$ cat src/rtl/fpcmp_pkg.sv
package fpcmp_pkg;

  typedef enum logic [2:0] {
    OP_SIG_CC   = 3'b000,
    OP_QUIET_CC = 3'b001,
    OP_SIG_FL   = 3'b010,
    OP_QUIET_FL = 3'b011,
    OP_TSTZ     = 3'b100,
    OP_CLASS    = 3'b101
  } fpcmp_op_e;

  typedef enum logic [2:0] {
    CL_UNSUP  = 3'b000,
    CL_NAN    = 3'b001,
    CL_NORM   = 3'b010,
    CL_INF    = 3'b011,
    CL_ZERO   = 3'b100,
    CL_EMPTY  = 3'b101,
    CL_DENORM = 3'b110
  } fp_class_e;

  typedef struct packed {
    logic      is_nan;
    logic      is_snan;
    logic      is_unsup;
    logic      is_zero;
    fp_class_e cls;
  } fp_info_t;

  localparam logic [2:0] REL_GT    = 3'b000;
  localparam logic [2:0] REL_LT    = 3'b001;
  localparam logic [2:0] REL_EQ    = 3'b100;
  localparam logic [2:0] REL_UNORD = 3'b111;

endpackage

$ cat src/rtl/fpcmp_classify.sv
module fpcmp_classify
  import fpcmp_pkg::*;
#(
  parameter int EXP_W = 15,
  parameter int SIG_W = 64
) (
  input  logic [EXP_W+SIG_W:0] val,
  output fp_info_t             info
);
  localparam int W = 1 + EXP_W + SIG_W;

  logic [EXP_W-1:0] expo;
  logic [SIG_W-1:0] sig;
  logic             jbit;
  logic             qbit;
  logic             frac_nz;

  assign expo    = val[W-2:SIG_W];
  assign sig     = val[SIG_W-1:0];
  assign jbit    = sig[SIG_W-1];
  assign qbit    = sig[SIG_W-2];
  assign frac_nz = |sig[SIG_W-2:0];

  always_comb begin
    info = '{is_nan: 1'b0, is_snan: 1'b0, is_unsup: 1'b0, is_zero: 1'b0, cls: CL_NORM};
    if (expo == '0) begin
      if (sig == '0) begin
        info.is_zero = 1'b1;
        info.cls     = CL_ZERO;
      end else begin
        info.cls = CL_DENORM;
      end
    end else if (&expo) begin
      if (!jbit) begin
        info.is_unsup = 1'b1;
        info.cls      = CL_UNSUP;
      end else if (!frac_nz) begin
        info.cls = CL_INF;
      end else begin
        info.is_nan  = 1'b1;
        info.is_snan = ~qbit;
        info.cls     = CL_NAN;
      end
    end else if (!jbit) begin
      info.is_unsup = 1'b1;
      info.cls      = CL_UNSUP;
    end
  end

endmodule

$ cat src/rtl/fpcmp_order.sv
module fpcmp_order #(
  parameter int EXP_W = 15,
  parameter int SIG_W = 64
) (
  input  logic [EXP_W+SIG_W:0] a,
  input  logic [EXP_W+SIG_W:0] b,
  input  logic                 a_zero,
  input  logic                 b_zero,
  output logic                 gt,
  output logic                 lt,
  output logic                 eq
);
  localparam int W = 1 + EXP_W + SIG_W;

  logic [W-2:0] mag_a, mag_b;
  logic         mag_gt, mag_eq;

  assign mag_a  = a[W-2:0];
  assign mag_b  = b[W-2:0];
  assign mag_gt = mag_a > mag_b;
  assign mag_eq = mag_a == mag_b;

  always_comb begin
    gt = 1'b0;
    lt = 1'b0;
    eq = 1'b0;
    if (a_zero && b_zero) begin
      eq = 1'b1;
    end else if (a[W-1] != b[W-1]) begin
      gt = ~a[W-1];
      lt = a[W-1];
    end else if (mag_eq) begin
      eq = 1'b1;
    end else if (a[W-1]) begin
      gt = ~mag_gt;
      lt = mag_gt;
    end else begin
      gt = mag_gt;
      lt = ~mag_gt;
    end
  end

endmodule

$ cat src/rtl/fpcmp_unit.sv
module fpcmp_unit
  import fpcmp_pkg::*;
#(
  parameter int EXP_W = 15,
  parameter int SIG_W = 64
) (
  input  logic                 clk,
  input  logic                 rst_n,
  input  logic                 in_valid,
  input  logic [2:0]           op,
  input  logic [EXP_W+SIG_W:0] opa,
  input  logic [EXP_W+SIG_W:0] opb,
  input  logic                 a_empty,
  output logic                 done,
  output logic [2:0]           cc,
  output logic                 c1,
  output logic [2:0]           flg,
  output logic                 invalid
);
  localparam int W = 1 + EXP_W + SIG_W;
  localparam int N_OPND = 2;

  logic [W-1:0] opnd [N_OPND];
  fp_info_t     info [N_OPND];
  logic         rel_gt, rel_lt, rel_eq;
  logic         unord, any_signal, any_unsup;
  logic [2:0]   rel;
  logic [2:0]   cc_d, flg_d;
  logic         c1_d, inv_d;
  logic [2:0]   op_q;

  assign opnd[0] = opa;
  assign opnd[1] = (op == OP_TSTZ) ? '0 : opb;

  for (genvar i = 0; i < N_OPND; i++) begin : g_cls
    fpcmp_classify #(.EXP_W(EXP_W), .SIG_W(SIG_W)) u_cls (
      .val  (opnd[i]),
      .info (info[i])
    );
  end

  fpcmp_order #(.EXP_W(EXP_W), .SIG_W(SIG_W)) u_ord (
    .a      (opnd[0]),
    .b      (opnd[1]),
    .a_zero (info[0].is_zero),
    .b_zero (info[1].is_zero),
    .gt     (rel_gt),
    .lt     (rel_lt),
    .eq     (rel_eq)
  );

  assign unord      = info[0].is_nan | info[0].is_unsup | info[1].is_nan | info[1].is_unsup;
  assign any_signal = info[0].is_snan | info[1].is_snan;
  assign any_unsup  = info[0].is_unsup | info[1].is_unsup;

  always_comb begin
    if (unord)       rel = REL_UNORD;
    else if (rel_eq) rel = REL_EQ;
    else if (rel_lt) rel = REL_LT;
    else if (rel_gt) rel = REL_GT;
    else             rel = REL_GT;
  end

  always_comb begin
    cc_d  = 3'b000;
    flg_d = 3'b000;
    c1_d  = 1'b0;
    inv_d = 1'b0;
    case (op)
      OP_SIG_CC, OP_TSTZ: begin
        cc_d  = rel;
        inv_d = unord;
      end
      OP_QUIET_CC: begin
        cc_d  = rel;
        inv_d = unord & (any_signal | any_unsup);
      end
      OP_SIG_FL: begin
        flg_d = rel;
        inv_d = unord;
      end
      OP_QUIET_FL: begin
        flg_d = rel;
        inv_d = unord & (any_signal | any_unsup);
      end
      OP_CLASS: begin
        cc_d = a_empty ? CL_EMPTY : info[0].cls;
        c1_d = opa[W-1];
      end
      default: ;
    endcase
  end

  always_ff @(posedge clk or negedge rst_n) begin
    if (!rst_n) begin
      done    <= 1'b0;
      cc      <= 3'b000;
      flg     <= 3'b000;
      c1      <= 1'b0;
      invalid <= 1'b0;
      op_q    <= 3'b111;
    end else begin
      done <= in_valid;
      if (in_valid) begin
        cc      <= cc_d;
        flg     <= flg_d;
        c1      <= c1_d;
        invalid <= inv_d;
        op_q    <= op;
      end
    end
  end

  logic cmp_q, sig_q;
  assign cmp_q = op_q inside {OP_SIG_CC, OP_QUIET_CC, OP_SIG_FL, OP_QUIET_FL, OP_TSTZ};
  assign sig_q = op_q inside {OP_SIG_CC, OP_SIG_FL, OP_TSTZ};

  assert_done_follows_R10: assert property (@(posedge clk) disable iff (!rst_n)
    in_valid |=> done);
  assert_done_only_R10: assert property (@(posedge clk) disable iff (!rst_n)
    !in_valid |=> !done);
  assert_hold_R10: assert property (@(posedge clk) disable iff (!rst_n)
    !in_valid |=> ($stable(cc) && $stable(flg) && $stable(c1) && $stable(invalid)));
  assert_code_set_R1: assert property (@(posedge clk) disable iff (!rst_n)
    (done && cmp_q) |-> (cc inside {3'b000, 3'b001, 3'b100, 3'b111}));
  assert_group_excl_R2: assert property (@(posedge clk) disable iff (!rst_n)
    (done && cmp_q) |-> (cc == 3'b000 || flg == 3'b000));
  assert_inv_unord_R3: assert property (@(posedge clk) disable iff (!rst_n)
    invalid |-> (cc == 3'b111 || flg == 3'b111));
  assert_sig_inv_R4: assert property (@(posedge clk) disable iff (!rst_n)
    (done && sig_q && (cc == 3'b111 || flg == 3'b111)) |-> invalid);
  assert_sign_R9: assert property (@(posedge clk) disable iff (!rst_n)
    (in_valid && op == OP_CLASS) |=> (c1 == $past(opa[W-1]) && !invalid && flg == 3'b000));

endmodule

$ cat config.mk
export PLATFORM = sky130hd
export DESIGN_NAME = fpcmp_unit
export DESIGN_NICKNAME = d
export VERILOG_FILES = /design/src/rtl/fpcmp_pkg.sv /design/src/rtl/fpcmp_classify.sv /design/src/rtl/fpcmp_order.sv /design/src/rtl/fpcmp_unit.sv
export SDC_FILE = /design/constraint.sdc
export NUM_CORES = 1
export LEC_CHECK = 0
export ABC_AREA = 1
export BUFFER_PORTS_ARGS = -buffer_cell sky130_fd_sc_hd__buf_2
export CAP_MARGIN = 20
export CORE_UTILIZATION = 30
export DETAILED_ROUTE_END_ITERATION = 10
export GPL_TIMING_DRIVEN = 0
export HOLD_SLACK_MARGIN = 0.08
export PLACE_DENSITY = 0.63
export SYNTH_ARGS = -nofsm -noshare
export SYNTH_HDL_FRONTEND = slang
export SYNTH_SLANG_ARGS = --single-unit
export TNS_END_PERCENT = 20
$ cat constraint.sdc
create_clock -name clk -period 0.9 [get_ports clk]
set_clock_uncertainty 0.15 [all_clocks]
set_input_delay 0.135 -clock clk [delete_from_list [all_inputs] [get_ports clk]]
set_output_delay 0.135 -clock clk [all_outputs]
set_load 0.01 [all_outputs]
== Word-level counts from Yosys, hierarchy flattened ==
Index checks and enable logic that the tools add are counted.
Storage, ports and cells
  output and inout port bits: 9
  register bits: 9
Operators by class
  mux-type cells: 36
  reduce and logical (&&, ||, !) cells: 14
  bitwise operators: 10
  equal/unequal tests: 7
  order comparisons: 1
Operator list (number)
  $logic_not A64 Y1: 2
  $reduce_or A63 Y1: 2
  $mux W80: 1
  $eq A79 B79 Y1: 1
  $gt A79 B79 Y1: 1
  $logic_not A15 Y1: 2
  $reduce_and A15 Y1: 2
  $mux W3: 9
  $mux W2: 9
  $mux W1: 15
  $eq A3 B2 Y1 const B: 2
  $eq A3 B3 Y1 const B: 2
  $or A1 B1 Y1: 6
  $pmux W3 S2: 1
  $reduce_or A3 Y1: 2
  $reduce_or A2 Y1: 2
  $eq A3 B1 Y1 const B: 1
  $logic_not A3 Y1: 1
  $not A1 Y1: 3
  $pmux W1 S2: 1
  $and A1 B1 Y1: 1
  $logic_and A1 B1 Y1: 1
  $ne A1 B1 Y1: 1

== Longest topological paths before layout ==
Gate-level depths: netlist of the first run.
  word-level depth: 12
  mapped depth: 26
  gate-level depth less buffers: 23

== Cells and area by module ==
A second synthesis of the first run with hierarchy kept.
Second synthesis, totals
  cell total of the unflattened synthesis: 838
  area total of the unflattened synthesis: 4460.5 µm²
Modules (own cells, without submodules)
  fpcmp_order: area an instance 2491.1 µm², cells each 413, times used 1
  fpcmp_unit: area an instance 1176.1 µm², cells each 229, times used 1
  fpcmp_classify: area an instance 396.6 µm², cells each 98, times used 2

== Least setup slack after synthesis of the first run ==
OpenSTA, ideal clock, no wires.
  path type: input -> register
  start: input port op[1]
  end: register cc[0]
  path slack: -1703 ps
  data arrival time: 2337 ps
  library setup time: 116 ps
  required time: 634 ps
  stages on the path: 24
  path through: nor2_4 -> nand2_4 -> buf_4 -> clkbuf_1 -> buf_1 -> nand2_1 -> ha_1 -> nand2_1 -> nor2_1 -> nand2_1 -> nor2_1 -> nand2_1 -> nor2_1 -> nand2_1 -> inv_1 -> nor2_1 -> nand2_1 -> nand2_1 -> nand3_1 -> nand2_1 -> nand2_1 -> nand2_1 -> nand2_1 -> nand2_1
Between the ends
  longest elaborated chain between the ends: 12
Ends and longest elaborated chain
  from (decl): line fpcmp_unit.sv:10  | input logic [2:0] op,
  $eq A3 B3 Y1: line fpcmp_unit.sv:33, fpcmp_unit.sv:69
  $mux W80: line fpcmp_unit.sv:33  | assign opnd[1] = (op == OP_TSTZ) ? '0 : opb;
  $gt A79 B79 Y1: line fpcmp_order.sv:20  | assign mag_gt = mag_a > mag_b;
  $not A1 Y1
  $mux W1: line fpcmp_order.sv:34  | end else if (a[W-1]) begin
  $mux W1: line fpcmp_order.sv:32  | end else if (mag_eq) begin
  $mux W1: line fpcmp_order.sv:29  | end else if (a[W-1] != b[W-1]) begin
  $mux W1: line fpcmp_order.sv:27  | if (a_zero && b_zero) begin
  $mux W1: line fpcmp_unit.sv:59  | else if (rel_lt) rel = REL_LT;
  $mux W3: line fpcmp_unit.sv:58  | else if (rel_eq) rel = REL_EQ;
  $mux W3: line fpcmp_unit.sv:57  | if (unord) rel = REL_UNORD;
  $pmux W3 S2 *: line fpcmp_unit.sv:69  | case (op)
  to (signal assigned): line fpcmp_unit.sv:97  | cc <= 3'b000;
  to (signal assigned): line fpcmp_unit.sv:105  | cc <= cc_d;
  to (decl): line fpcmp_unit.sv:15  | output logic [2:0] cc,
Every way passes the cells marked *; elsewhere a longest branch is shown, timed or not.
A chain may end at the register's enable or synchronous reset.

== Worst setup path in the final report of the first run ==
  start: input port op[0]
  end: register cc[0]
The elaborated chain is that of the path after synthesis.

==> qor.csv, run 1 <==
stage,metric,value,unit
cts,clk_latency,0.23,ns
power,vdd_drop_max,575,uV
outcome,status,finished with violations,
logic_synthesis,syn-cell-area,3540,um^2
final_layout,syn_to_final_growth,49.8,%
flow_run,cap_violations,0,
setup_path,crit_path_start_kind,input port,
logic_synthesis,synth_top_area_cell,ha_1,
grt,grt-ovfl-total,0,
timing,worst_slew_pin_slew,0.424,ns
setup_path,slowest_stage,clkbuf_16,
setup_path,critPathCaptureType,flop,
timing,rsz0062_at_grt,true,
logic_synthesis,synth_cells,635,
timing,layout_setup_ws,-1.47,ns
timing,final-hold-violation-count,1,
floorplanning,die_x,111,um
cts,clkSlewWorstSetupHoldPaths,0.04,ns
timing,final.period_utilization,264,%
route,dr.pass1.iters,7,
setup_path,r2r_cells,1,
logic_synthesis,synthTopCellsByArea,"ha_1, nand2_1, nor2_1",
route,wl_per_cell,13.3,um
power,p_leak,2.90,nW
timing,drv_slew,0,
logic_synthesis,synth_cell_types,31,
route,drtAntennaViolNets,0,
placement,dp_hpwl,11.1,mm
grt,grt_first_pass_wirelength,21.0,mm
setup_path,path_class,input port to flop,
logic_synthesis,yosysWarnings,0,
logic_synthesis,synth-async-reset-ratio,100,%
cts,hold_buffers,1,
timing,timing.hold.ws,-0.0729,ns
cts,cts_made_buffers,3,
setup_path,reg2reg_slack,0.02,ns
logic_synthesis,synthFlopType,dfrtp_1,
final_layout,instances_no_fill,974,
floorplanning,row_count,39,
setup_path,cp-startpoint,op[0],
floorplanning,core_area,11500,um^2
timing,timing.final.crit_period,2.37,ns
logic_synthesis,ys_seq_elements,9,
route,vias,4649,
setup_path,cp-endpoint,cc[0],
setup_path,cp_max_fo,8,
setup_path,r2r-start,flg[2],
floorplanning,die_area,12200,um^2
power,p_per_area,659,nW/um^2
timing,max_slew_margin,71.7,%
logic_synthesis,ys_seq_area_share,6.36,%
logic_synthesis,yosysTopAreaCellShare,27.9,%
final_layout,nets,1077,
logic_synthesis,synth_fp_nets,881,
final_layout,final_common_cell,nand2_1,
grt,grt_start_max_net_pins,11,
min_path,hp-class,input port to flop,
floorplanning,fp.dieH,111,um
route,finalWirelength,12.9,mm
setup_path,rr_endpoint,flg[2],
logic_synthesis,synth_edf_count,0,
timing,setup_viol,16,
cts,cts_tree,built,
setup_path,crit_path_frequent_cell,nand2_1,
setup_path,cp.required,0.87,ns
placement,dp.cells,953,
power,finalPower,3.50,mW
cts,htree_levels,1,
grt,antenna_found_initial,1,
grt,grt_pass1_vias,4435,
cts,clock-root-buffer,clkbuf_16,
timing,fmax,421,MHz
logic_synthesis,syn_area_per_cell,5.57,um^2
placement,place_worst_setup_slack,-1.96,ns
grt,grt_usage,20.9,%
final_layout,final_layout_size_suffix_gt1_share,33.5,%
placement,gp_congestion,0.860,
setup_path,cpPeakStageDelay,0.16,ns
setup_path,arrival,2.34,ns
outcome,violations,"negative hold slack, negative setup slack",
route,drc,0,
placement,io_buffers,175,
route,routed_via_density,4.77,
floorplanning,start_util,30.9,%
cts,cts_sinks,9,
cts,clock_path_buffers,2,
floorplanning,io_pins,176,
route,drtIter0Drc,163,
final_layout,final_cell_mix,"nand2_1, buf_2, nor2_1, ha_1, inv_1",
==> power breakdown <==
part           switching, mW  total (mW)  internal [mW]
logic                   1.21        2.26           1.04
registers             0.0164       0.457          0.441
clock network          0.190       0.782          0.592
total                   1.42        3.50           2.08
==> stage by stage <==
stage	area, um^2	util, %	TNS, ns
after floorplan	3610	-	-6.81
after global placement	4670	40.7	-11.14
after detailed placement	4670	40.7	-11.12
after CTS	5100	44.5	-9.48
after global routing	5300	46.2	-10.57
final	5300	46.2	-9.37
==> worst max-delay path, delay by kind of cell <==
family,cells,cell delay (ns)
adder cells (fa/ha/maj),1,0.14
buffers and inverters,6,0.72
AND/OR/NAND/NOR,19,1.34
==> state kept, by name, summed over array words and instances (netlist names) <==
signal	cells
flg	3
done	1
invalid	1
c1	1
cc	3
==> worst min-delay path by stage <==
stage               cells after the start     start     to  slack [ns]
floorplan                               0     rst_n     c1       -0.31
global placement                        1     rst_n  cc[0]       -0.16
detailed placement                      1     rst_n  cc[0]       -0.16
CTS                                     1  in_valid   done       -0.08
global route                            1  in_valid   done       -0.08
finish                                  1  in_valid   done       -0.07
==> cell usage after synthesis, types with 4 or more instances <==
master and count:
a21oi_1 33, nand4_1 8, ha_1 79, dfrtp_1 9, a21o_1 6, clkbuf_1 6, inv_1 42, buf_6 4
o21ai_1 20, nand3_1 13, nor3_1 5, o21ai_0 23, nor2_1 105, nand2_1 259
==> layout make-up <==
type | count | area, um^2
tap | 143 | 179
sequential | 9 | 225
fill | 1238 | 6160
antenna | 1 | 2.50
multi-input combinational | 571 | 3430
clock buffer | 4 | 78.8
inverter | 42 | 158
buffer | 13 | 176
timing repair buffer | 191 | 1050
==> kinds of logic (layout without fill, tap and decap cells) <==
kind of cell / Yosys count / in the layout / synth area share (%)
adders and majority gates: 79 / 79 / 27.9
AOI/OAI and AO/OA: 92 / 92 / 14.2
DFF: 9 / 9 / 6.36
buffers and inverters: 55 / 250 / 6.79
and+or+nand+nor: 400 / 400 / 44.7
other: 0 / 1 / 0
==> per-layer routing <==
layer / track usage (%) / vias up / share of wire, %
met5: 0 / - / 0
met4: 3.11 / 0 / 0.87
met3: 1.37 / 8 / 4.8
met2: 36.6 / 155 / 46
met1: 28.4 / 2019 / 48
li1: - / 2467 / -
==> what timing repair did <==
action / in CTS / in global routing
cloned: 1 / 0
setup endpoints to repair: 17 / 16
buffers inserted: 10 / 5
pin swaps: 37 / 38
endpoints found under the hold margin: 13 / 4
gates resized for setup: 52 / 47
(Power assumes the default switching activity.)
==> run 2, diff against run 1 <==
--- a/config.mk
+++ b/config.mk
@@ -8,11 +8,13 @@
 export ABC_AREA = 1
 export BUFFER_PORTS_ARGS = -buffer_cell sky130_fd_sc_hd__buf_2
 export CAP_MARGIN = 20
+export CELL_PAD_IN_SITES_DETAIL_PLACEMENT = 1
+export CELL_PAD_IN_SITES_GLOBAL_PLACEMENT = 1
 export CORE_UTILIZATION = 30
 export DETAILED_ROUTE_END_ITERATION = 10
 export GPL_TIMING_DRIVEN = 0
 export HOLD_SLACK_MARGIN = 0.08
-export PLACE_DENSITY = 0.63
+export PLACE_DENSITY = 0.89
 export SYNTH_ARGS = -nofsm -noshare
 export SYNTH_HDL_FRONTEND = slang
 export SYNTH_SLANG_ARGS = --single-unit
==> run 2 against run 1 <==
Against the previous run:
- the flow still finishes with violations (negative hold slack, negative setup slack)
- largest power group unchanged
- register-to-register slack barely moved
- die area unchanged
- critical path depth shrank 1
- largest cell class unchanged
- worst setup slack worse by 0.054 ns
- power up 7.7%
- design area is 4.2% higher
- via count up 6.9%
==> qor.csv, run 2 (synthesized netlist as in run 1, its figures left out) <==
stage,metric,value,unit
grt,grt_first_pass_wirelength,24.1,mm
outcome,status,finished with violations,
floorplanning,die_area,12200,um^2
setup_path,arrival,2.40,ns
cts,cts_made_buffers,3,
placement,place_worst_setup_slack,-2.01,ns
timing,rsz0062_at_grt,true,
setup_path,crit_path_start_kind,input port,
route,dr.pass1.iters,4,
timing,setup-tns-final,-9.68,ns
placement,dp_hpwl,12.3,mm
cts,clock_path_buffers,2,
grt,antenna_found_initial,0,
final_layout,regArea,225,um^2
floorplanning,start_util,30.9,%
timing,timing.final.crit_period,2.43,ns
final_layout,syn_to_final_growth,56.1,%
cts,clkSlewWorstSetupHoldPaths,0.04,ns
placement,io_buffers,175,
timing,max_slew_margin,74.3,%
setup_path,path_class,input port to flop,
floorplanning,row_count,39,
cts,hold_buffers,1,
setup_path,critPathCaptureType,flop,
route,drtIter0Drc,173,
timing,setup_viol,16,
final_layout,final_layout_size_suffix_gt1_share,36.2,%
final_layout,nets,1075,
final_layout,filler_cell_count,1583,
final_layout,final_common_cell,nand2_1,
cts,cts_tree,built,
setup_path,reg2reg_slack,0.01,ns
timing,final.period_utilization,270,%
cts,clk_latency,0.23,ns
floorplanning,core_area,11500,um^2
outcome,violations,"negative hold slack, negative setup slack",
timing,worst_slew_pin_slew,0.382,ns
floorplanning,fp.dieH,111,um
final_layout,post-route-cell-area,5530,um^2
timing,drv_slew,0,
power,p_per_area,681,nW/um^2
route,drc,0,
route,drtAntennaViolNets,0,
grt,grt_usage,23.8,%
route,vias,4972,
setup_path,cp.required,0.87,ns
timing,fmax,412,MHz
power,vdd_drop_max,488,uV
setup_path,r2r-start,flg[2],
min_path,min_from,in_valid,
route,routed_via_density,5.12,
grt,grt_pass1_vias,5112,
grt,grt_start_max_net_pins,11,
final_layout,final_cell_mix,"nand2_1, buf_2, nor2_1, ha_1, inv_1",
route,wl_per_cell,16.2,um
timing,layout_setup_ws,-1.53,ns
min_path,hp-class,input port to flop,
final_layout,multi_input_area,3610,um^2
timing,timing.hold.ws,-0.0562,ns
final_layout,instances_no_fill,971,
placement,place_area,4670,um^2
grt,grt-ovfl-total,0,
placement,dp.cells,953,
cts,clock-root-buffer,clkbuf_16,
timing,final-hold-violation-count,1,
setup_path,cp_max_fo,8,
floorplanning,io_pins,176,
floorplanning,die_x,111,um
cts,htree_levels,1,
final_layout,largestRegisters,"cc x3, flg x3",
power,p_leak,2.93,nW
cts,cts_sinks,9,
route,finalWirelength,15.7,mm
final_layout,antenna_cells,0,
flow_run,cap_violations,0,
setup_path,cp-startpoint,op[0],
placement,gp_congestion,0.827,
[run 2: per-layer routing]
layer	wire [um]	track usage, %
met5	0	0
met4	308	4.27
met3	524	2.20
met2	8040	44.6
met1	6810	29.5
[run 2: final timing paths]
kind,end,cells after the start
hold reg to reg,cc[0],2
setup / recovery,cc[0],25
max in group asynchronous,c1,2
setup reg to reg,flg[2],1
min in group asynchronous,cc[2],2
hold / removal,done,1
[run 2: layout make-up]
cell class	instances	share of cell area, %
Timing Repair Buffer	189	19.7
Tap cell	143	3.24
Sequential cell	9	4.08
Clock buffer	4	1.43
Multi-Input combinational cell	571	65.3
Buffer	13	3.35
Inverter	42	2.85
[run 2: critical path: stages]
cell	delay, ns
buf_8	0.08
nor2_4	0.04
nand2_4	0.07
buf_8	0.13
clkbuf_16	0.17
buf_12	0.14
nand2_4	0.05
ha_4	0.28
nand2_4	0.05
nor2_4	0.10
nand2_1	0.11
nor2_1	0.16
nand2_1	0.10
nor2_1	0.10
nand2_1	0.07
inv_2	0.07
nor2_4	0.03
nand2_1	0.06
nand2_1	0.07
nand3_2	0.07
nand2_2	0.06
nand2_1	0.06
nand2_1	0.06
nand2_1	0.06
nand2_1	0.04
[run 2: per-stage QoR]
stage / hold WS (ns) / total power [mW] / util, %
after floorplan: -0.311 / 1.58 / -
after global placement: -0.162 / 2.40 / 40.7
after detailed placement: -0.160 / 2.47 / 40.7
after CTS: -0.0740 / 3.43 / 44.5
after global routing: -0.0593 / 4.09 / 48.2
final: -0.0562 / 3.77 / 48.2
[run 2: power by group]
part	total, mW	switching [mW]	internal (mW)
Combinational	2.52	1.38	1.14
Sequential	0.464	0.0229	0.441
Clock	0.781	0.189	0.592
[run 2: what timing repair did]
| item | in CTS | in global routing |
|---|---|---|
| setup buffers | 7 | 4 |
| hold endpoints to repair | 13 | 3 |
| pin swaps | 39 | 47 |
| setup endpoints to repair | 17 | 17 |
| gates cloned | 2 | 0 |
| resized for setup | 50 | 97 |
